### config.mk
export PLATFORM = sky130hd
export DESIGN_NAME = ea_seg_unit
export DESIGN_NICKNAME = d
export VERILOG_FILES = /design/src/rtl/ea_pkg.sv /design/src/rtl/ea_disp_ext.sv /design/src/rtl/ea_offset_calc.sv /design/src/rtl/ea_seg_select.sv /design/src/rtl/ea_seg_unit.sv
export SDC_FILE = /design/constraint.sdc
export NUM_CORES = 1
export LEC_CHECK = 0
export ABC_AREA = 1
export BUFFER_PORTS_ARGS = -buffer_cell sky130_fd_sc_hd__clkbuf_2
export CAP_MARGIN = 10
export CORE_MARGIN = 2
export CORE_UTILIZATION = 45
export DETAILED_ROUTE_END_ITERATION = 8
export HOLD_SLACK_MARGIN = 0.03
export PLACE_DENSITY = 0.86
export SKIP_CTS_REPAIR_TIMING = 1
export SLEW_MARGIN = 20
export SYNTH_ARGS = -nofsm -noshare
export SYNTH_HDL_FRONTEND = slang
export SYNTH_SLANG_ARGS = --single-unit
export TNS_END_PERCENT = 50
### constraint.sdc
create_clock -name clk -period 2.95 [get_ports clk]
set_input_delay 0 -clock clk [delete_from_list [all_inputs] [get_ports clk]]
set_output_delay 0 -clock clk [all_outputs]
set_load 0.05 [all_outputs]
### src/rtl/ea_pkg.sv
package ea_pkg;
  localparam int WORD_W  = 16;
  localparam int SHORT_W = 8;
  localparam int SEG_W   = 2;
  localparam int MODE_W  = 3;
  localparam int ACC_W   = 2;

  typedef enum logic [SEG_W-1:0] {
    SEG_ES = 2'b00,
    SEG_CS = 2'b01,
    SEG_SS = 2'b10,
    SEG_DS = 2'b11
  } seg_e;

  typedef enum logic [MODE_W-1:0] {
    M_DIRECT   = 3'd0,
    M_REGIND   = 3'd1,
    M_BASED    = 3'd2,
    M_INDEXED  = 3'd3,
    M_BASE_IDX = 3'd4,
    M_BIDX_D   = 3'd5,
    M_RSV6     = 3'd6,
    M_RSV7     = 3'd7
  } mode_e;

  typedef enum logic [ACC_W-1:0] {
    ACC_FETCH = 2'd0,
    ACC_STACK = 2'd1,
    ACC_DATA  = 2'd2,
    ACC_STRD  = 2'd3
  } acc_e;
endpackage

### src/rtl/ea_disp_ext.sv
module ea_disp_ext #(
  parameter int WORD_W  = 16,
  parameter int SHORT_W = 8
) (
  input  logic [WORD_W-1:0] disp,
  input  logic              wide,
  input  logic              force_wide,
  output logic [WORD_W-1:0] ext
);
  localparam int FILL_W = WORD_W - SHORT_W;

  logic [WORD_W-1:0] short_ext;

  generate
    if (FILL_W > 0) begin : g_fill
      assign short_ext = {{FILL_W{disp[SHORT_W-1]}}, disp[SHORT_W-1:0]};
    end else begin : g_nofill
      assign short_ext = disp;
    end
  endgenerate

  always_comb begin
    if (wide || force_wide) ext = disp;
    else                    ext = short_ext;
  end
endmodule

### src/rtl/ea_offset_calc.sv
module ea_offset_calc
  import ea_pkg::*;
#(
  parameter int W = 16
) (
  input  logic [MODE_W-1:0] mode,
  input  logic              base_en,
  input  logic              base_sel,
  input  logic              idx_en,
  input  logic              idx_sel,
  input  logic [W-1:0]      reg_bx,
  input  logic [W-1:0]      reg_bp,
  input  logic [W-1:0]      reg_si,
  input  logic [W-1:0]      reg_di,
  input  logic [W-1:0]      disp_ext,
  output logic [W-1:0]      offset,
  output logic              illegal,
  output logic              frame_base
);
  logic [W-1:0] base_v, idx_v;
  logic         use_b, use_x, use_d;

  assign base_v = base_sel ? reg_bp : reg_bx;
  assign idx_v  = idx_sel  ? reg_di : reg_si;

  always_comb begin
    use_b   = 1'b0;
    use_x   = 1'b0;
    use_d   = 1'b0;
    illegal = 1'b0;
    unique case (mode_e'(mode))
      M_DIRECT:   use_d = 1'b1;
      M_REGIND: begin
        if (base_en)     use_b = 1'b1;
        else if (idx_en) use_x = 1'b1;
        else             illegal = 1'b1;
      end
      M_BASED:    begin use_b = 1'b1; use_d = 1'b1; end
      M_INDEXED:  begin use_x = 1'b1; use_d = 1'b1; end
      M_BASE_IDX: begin use_b = 1'b1; use_x = 1'b1; end
      M_BIDX_D:   begin use_b = 1'b1; use_x = 1'b1; use_d = 1'b1; end
      default:    illegal = 1'b1;
    endcase
  end

  always_comb begin
    offset = (use_b ? base_v : '0) + (use_x ? idx_v : '0) + (use_d ? disp_ext : '0);
    if (illegal) offset = '0;
  end

  assign frame_base = use_b & base_sel;
endmodule

### src/rtl/ea_seg_select.sv
module ea_seg_select
  import ea_pkg::*;
(
  input  logic [ACC_W-1:0] access,
  input  logic             frame_base,
  input  logic             ovr_valid,
  input  logic [SEG_W-1:0] ovr_code,
  output logic [SEG_W-1:0] seg
);
  logic [SEG_W-1:0] data_default;

  assign data_default = frame_base ? SEG_SS : SEG_DS;

  always_comb begin
    unique case (acc_e'(access))
      ACC_FETCH: seg = SEG_CS;
      ACC_STACK: seg = SEG_SS;
      ACC_STRD:  seg = SEG_ES;
      default:   seg = ovr_valid ? ovr_code : data_default;
    endcase
  end
endmodule

### src/rtl/ea_seg_unit.sv
module ea_seg_unit
  import ea_pkg::*;
#(
  parameter int W = WORD_W,
  parameter int SW = SHORT_W
) (
  input  logic             clk,
  input  logic             rst,
  input  logic             in_valid,
  input  logic [2:0]       mode,
  input  logic             base_en,
  input  logic             base_sel,
  input  logic             idx_en,
  input  logic             idx_sel,
  input  logic [W-1:0]     reg_bx,
  input  logic [W-1:0]     reg_bp,
  input  logic [W-1:0]     reg_si,
  input  logic [W-1:0]     reg_di,
  input  logic [W-1:0]     disp,
  input  logic             disp_wide,
  input  logic [1:0]       access,
  input  logic             ovr_valid,
  input  logic [1:0]       ovr_code,
  output logic             out_valid,
  output logic [W-1:0]     offset,
  output logic [1:0]       seg,
  output logic             illegal
);
  logic [W-1:0]     d_ext, off_c;
  logic             ill_c, fb_c;
  logic [SEG_W-1:0] seg_c;
  logic             direct_m;

  assign direct_m = (mode == M_DIRECT);

  ea_disp_ext #(.WORD_W(W), .SHORT_W(SW)) u_ext (
    .disp(disp), .wide(disp_wide), .force_wide(direct_m), .ext(d_ext)
  );

  ea_offset_calc #(.W(W)) u_off (
    .mode(mode), .base_en(base_en), .base_sel(base_sel),
    .idx_en(idx_en), .idx_sel(idx_sel),
    .reg_bx(reg_bx), .reg_bp(reg_bp), .reg_si(reg_si), .reg_di(reg_di),
    .disp_ext(d_ext), .offset(off_c), .illegal(ill_c), .frame_base(fb_c)
  );

  ea_seg_select u_seg (
    .access(access), .frame_base(fb_c),
    .ovr_valid(ovr_valid), .ovr_code(ovr_code), .seg(seg_c)
  );

  always_ff @(posedge clk) begin
    if (rst) begin
      out_valid <= 1'b0;
      offset    <= '0;
      seg       <= SEG_DS;
      illegal   <= 1'b0;
    end else begin
      out_valid <= in_valid;
      if (in_valid) begin
        offset  <= off_c;
        seg     <= seg_c;
        illegal <= ill_c;
      end
    end
  end
endmodule

==> results.md <==
* Syn Inst Count at 423
* Count of input and output buffers at between 100 and 150
* Cell depth of the worst hold path at 4
* Fraction of final layout cells with drive strength greater than 1 at between 20% and 30%
* Hold slack at 42.0 ps
* Initial antenna violation count at 0
* Wirelength per Cell at around 12 µm
* Last weighted congestion value of the routability-driven placer at 0.841
* Endpoint kind of the worst setup timing path: flop
* Class of the tightest hold or removal check: in2reg
* Power per cell area at between 300 and 400 nW/µm²
* Post-Synthesis Net Count at approximately 550
* Worst Clk Skew at 0 ps
* Routed via count at roughly 3000
* TritonCTS buffer count at 3
* Total track usage at between 20% and 30%
* Final std cell area, no fill at 3320 µm²
* Final hold vios at 0
* Core ar. at 5510 µm²
* Ordered cell list for the critical path: clkbuf_2, nand2_1, nand3_1, nand2_2, buf_4, nand2_1, fa_1, inv_1, ha_1, nand2_1, nor2_1, nand3_1, nand3_1, nand3_1, nand2_1, nand2_1, nand3_1, a21oi_1
* Critical path's top delay family: simple AND/OR/NAND/NOR gates
* Syn_area_per_cell at roughly 6.1 µm²
* Clock tree from TritonCTS: yes
* Detailed Route Iter0 Violations at 71
* Worst slew pin tran at 488 ps
* Row count at 27
* Number of distinct library cell variants in the gate-level netlist after synthesis at 25
* Setup slack at placement at -26.1 ps
* Commonest non-fill, non-tap cell in the layout: sky130_fd_sc_hd__nand2_1
* CP bufs+invs at 3
* H-tree levels at 1
* Sinks on the clock net at 20
* Crit-path max cell delay at about 540 ps
* Smallest setup slack after layout at 286 ps
* I/O pin count at 116
* Worst skew pair latency at between 200 and 300 ps
* Post-Place Cells at approximately 610
* Initial Utilization at a little under half
* CTS Root Cell: sky130_fd_sc_hd__clkbuf_8
* DPL Wire Length at 6200 µm
* Result of the run: completed
* Die Width at 79.5 µm
* Die outline height at around 80 µm
* Area overhead of the layout relative to synthesis at 29.4%
* Largest net degree at the start of global routing at 21
* VDD IR-drop max at between 0.2 and 0.25 mV
* # Max-Cap Violations at 0
* Cell depth of the worst flop-to-flop path at 2
* Via count of the first global-routing pass at just under 3000
* Origin of the worst min-delay path: access[1]
* Via density at ~4.9
* Worst slew margin at roughly two thirds
* Synth Warn # at 0
* Setup Crit Path Kind: in2reg
* Final-report max-slew violation count at 0
* Area of the mapped netlist at 2570 µm²
* Power after layout at approximately 1.2 mW
* Wire length reported by the detailed router at roughly 7100 µm
* Antenna-violating nets left at 0
* Antenna fix cells at 0
* Unrepaired setup endpoints after global routing: false
* Count of final setup violators at 0
* Number of flip-flops and latches in the synthesized netlist at 20
* Number of iterations in the first detailed-routing pass at 5
* Register area share after synthesis at 15.6%
* Area after DPL at between 3000 and 4000 µm²
* Destination of the worst register-to-register timing path: offset[0]$_SDFFE_PP0P_
* Critical Path Start Type: primary input
* Arr. time, crit path at about 2800 ps
* Sum of overflow across all layers after global routing at 0
* Crit Reg-Reg Startpoint: offset[0]$_SDFFE_PP0P_
* Critical-path cell with the highest stage delay: sky130_fd_sc_hd__fa_1
* Portion of the clock cycle consumed by the worst path in the final layout at 90.3%
* Time the final worst path needs with I/O delays and setup at 2660 ps
* Fin nets at 666
* Maximum buffer depth of the clock tree at 2
* Data required, critical path at about 3100 ps
* End of the worst hold path: seg[1]$_SDFFE_PP1P_
* Reg-to-reg setup timing slack at about 2300 ps
* DRC errors left at 0
* Cell leakage power at 1.94 nW
* Wire length of the first global-routing pass at roughly 12000 µm
* Maximum fanout count along the critical path at 10
* Final non-filler cell total at 610
* Most frequent cells in the layout: sky130_fd_sc_hd__nand2_1 (176), sky130_fd_sc_hd__clkbuf_2 (115), sky130_fd_sc_hd__inv_1 (51)
* Worst-path clk slew at approximately 70 ps
* Die footprint at 6330 µm²
* Max frequency at between 300 and 400 MHz
synthesized netlist by cell type, drive strengths merged:
cell    instances  area share, %
o21ai          16            3.1
o21a            1           0.29
o211ai          1           0.29
or2             2           0.49
a21o            1           0.29
dfxtp          20             16
inv            53            7.7
mux2i           1           0.39
nand2         182             27
buf             4           0.68
clkinv          2           0.29
nand4           1           0.24
mux2           15            6.6
clkbuf          7            1.0
fa             16             12
nor3            3           0.58
nand3          29            5.8
nor2           14            2.0
o21bai          1           0.29
a21oi          40            7.8
ha             14            6.8
sequential cells by signal, summed over array words and instances, names as in the netlist:
name and flops:
offset 16, seg 2, illegal 1, out_valid 1
cells by family (layout without fill, tap and decap cells):
group / count (synthesis) / in the layout / synth area share (%)
adders and majority gates: 30 / 30 / 19.3
DFF: 20 / 20 / 15.6
AOI/OAI and AO/OA: 60 / 60 / 12.1
and+or+nand+nor: 231 / 231 / 36.3
muxes: 16 / 16 / 6.97
buffers and inverters: 66 / 181 / 9.75
power by group:
part | internal [mW] | leakage [nW] | total (mW) | switching [mW]
Combinational | 0.262 | 1.76 | 0.723 | 0.461
Clock | 0.0909 | 0.0216 | 0.175 | 0.0837
Sequential | 0.299 | 0.164 | 0.313 | 0.0141
through the flow:
step | setup TNS, ps | utilization [%]
after floorplan | 0 | -
after global placement | -5.12 | 59.2
after detailed placement | -41.6 | 59.2
after CTS | 0 | 59.9
after global routing | 0 | 60.3
final | 0 | 60.3
worst register-to-register path, cell delays in order, from the launching register on:
cell                      delay (ps)
sky130_fd_sc_hd__dfxtp_1         350
sky130_fd_sc_hd__nand2_1          60
sky130_fd_sc_hd__a21oi_1         160
metal layers:
layer  vias to the layer above  GRT usage [%]  share of wire (%)
li1                       1568              -                  -
met1                      1308           27.8                 43
met2                        93           46.5                 51
met3                         4           3.62                5.3
met4                         0           2.76               0.54
met5                         -              0                  0
worst max path at each step:
stage	start	slack, ps	end	depth (start not counted)
after global routing	mode[2]	60	offset[12]$_SDFFE_PP0P_	18
after detailed placement	mode[1]	-30	offset[12]$_SDFFE_PP0P_	18
after global placement	mode[1]	-5	offset[10]$_SDFFE_PP0P_	15
after floorplan	mode[1]	240	offset[9]$_SDFFE_PP0P_	18
after CTS	mode[1]	230	offset[12]$_SDFFE_PP0P_	18
final	mode[1]	290	offset[12]$_SDFFE_PP0P_	18
final cells by class:
type | instances | area [µm²]
Fill cell | 566 | 2180
Multi-Input combinational cell | 337 | 1920
Timing Repair Buffer | 123 | 666
Sequential cell | 20 | 400
Inverter | 55 | 206
Tap cell | 72 | 90.1
Clock buffer | 3 | 41.3
Note: power is estimated with default switching activity, not from simulation.
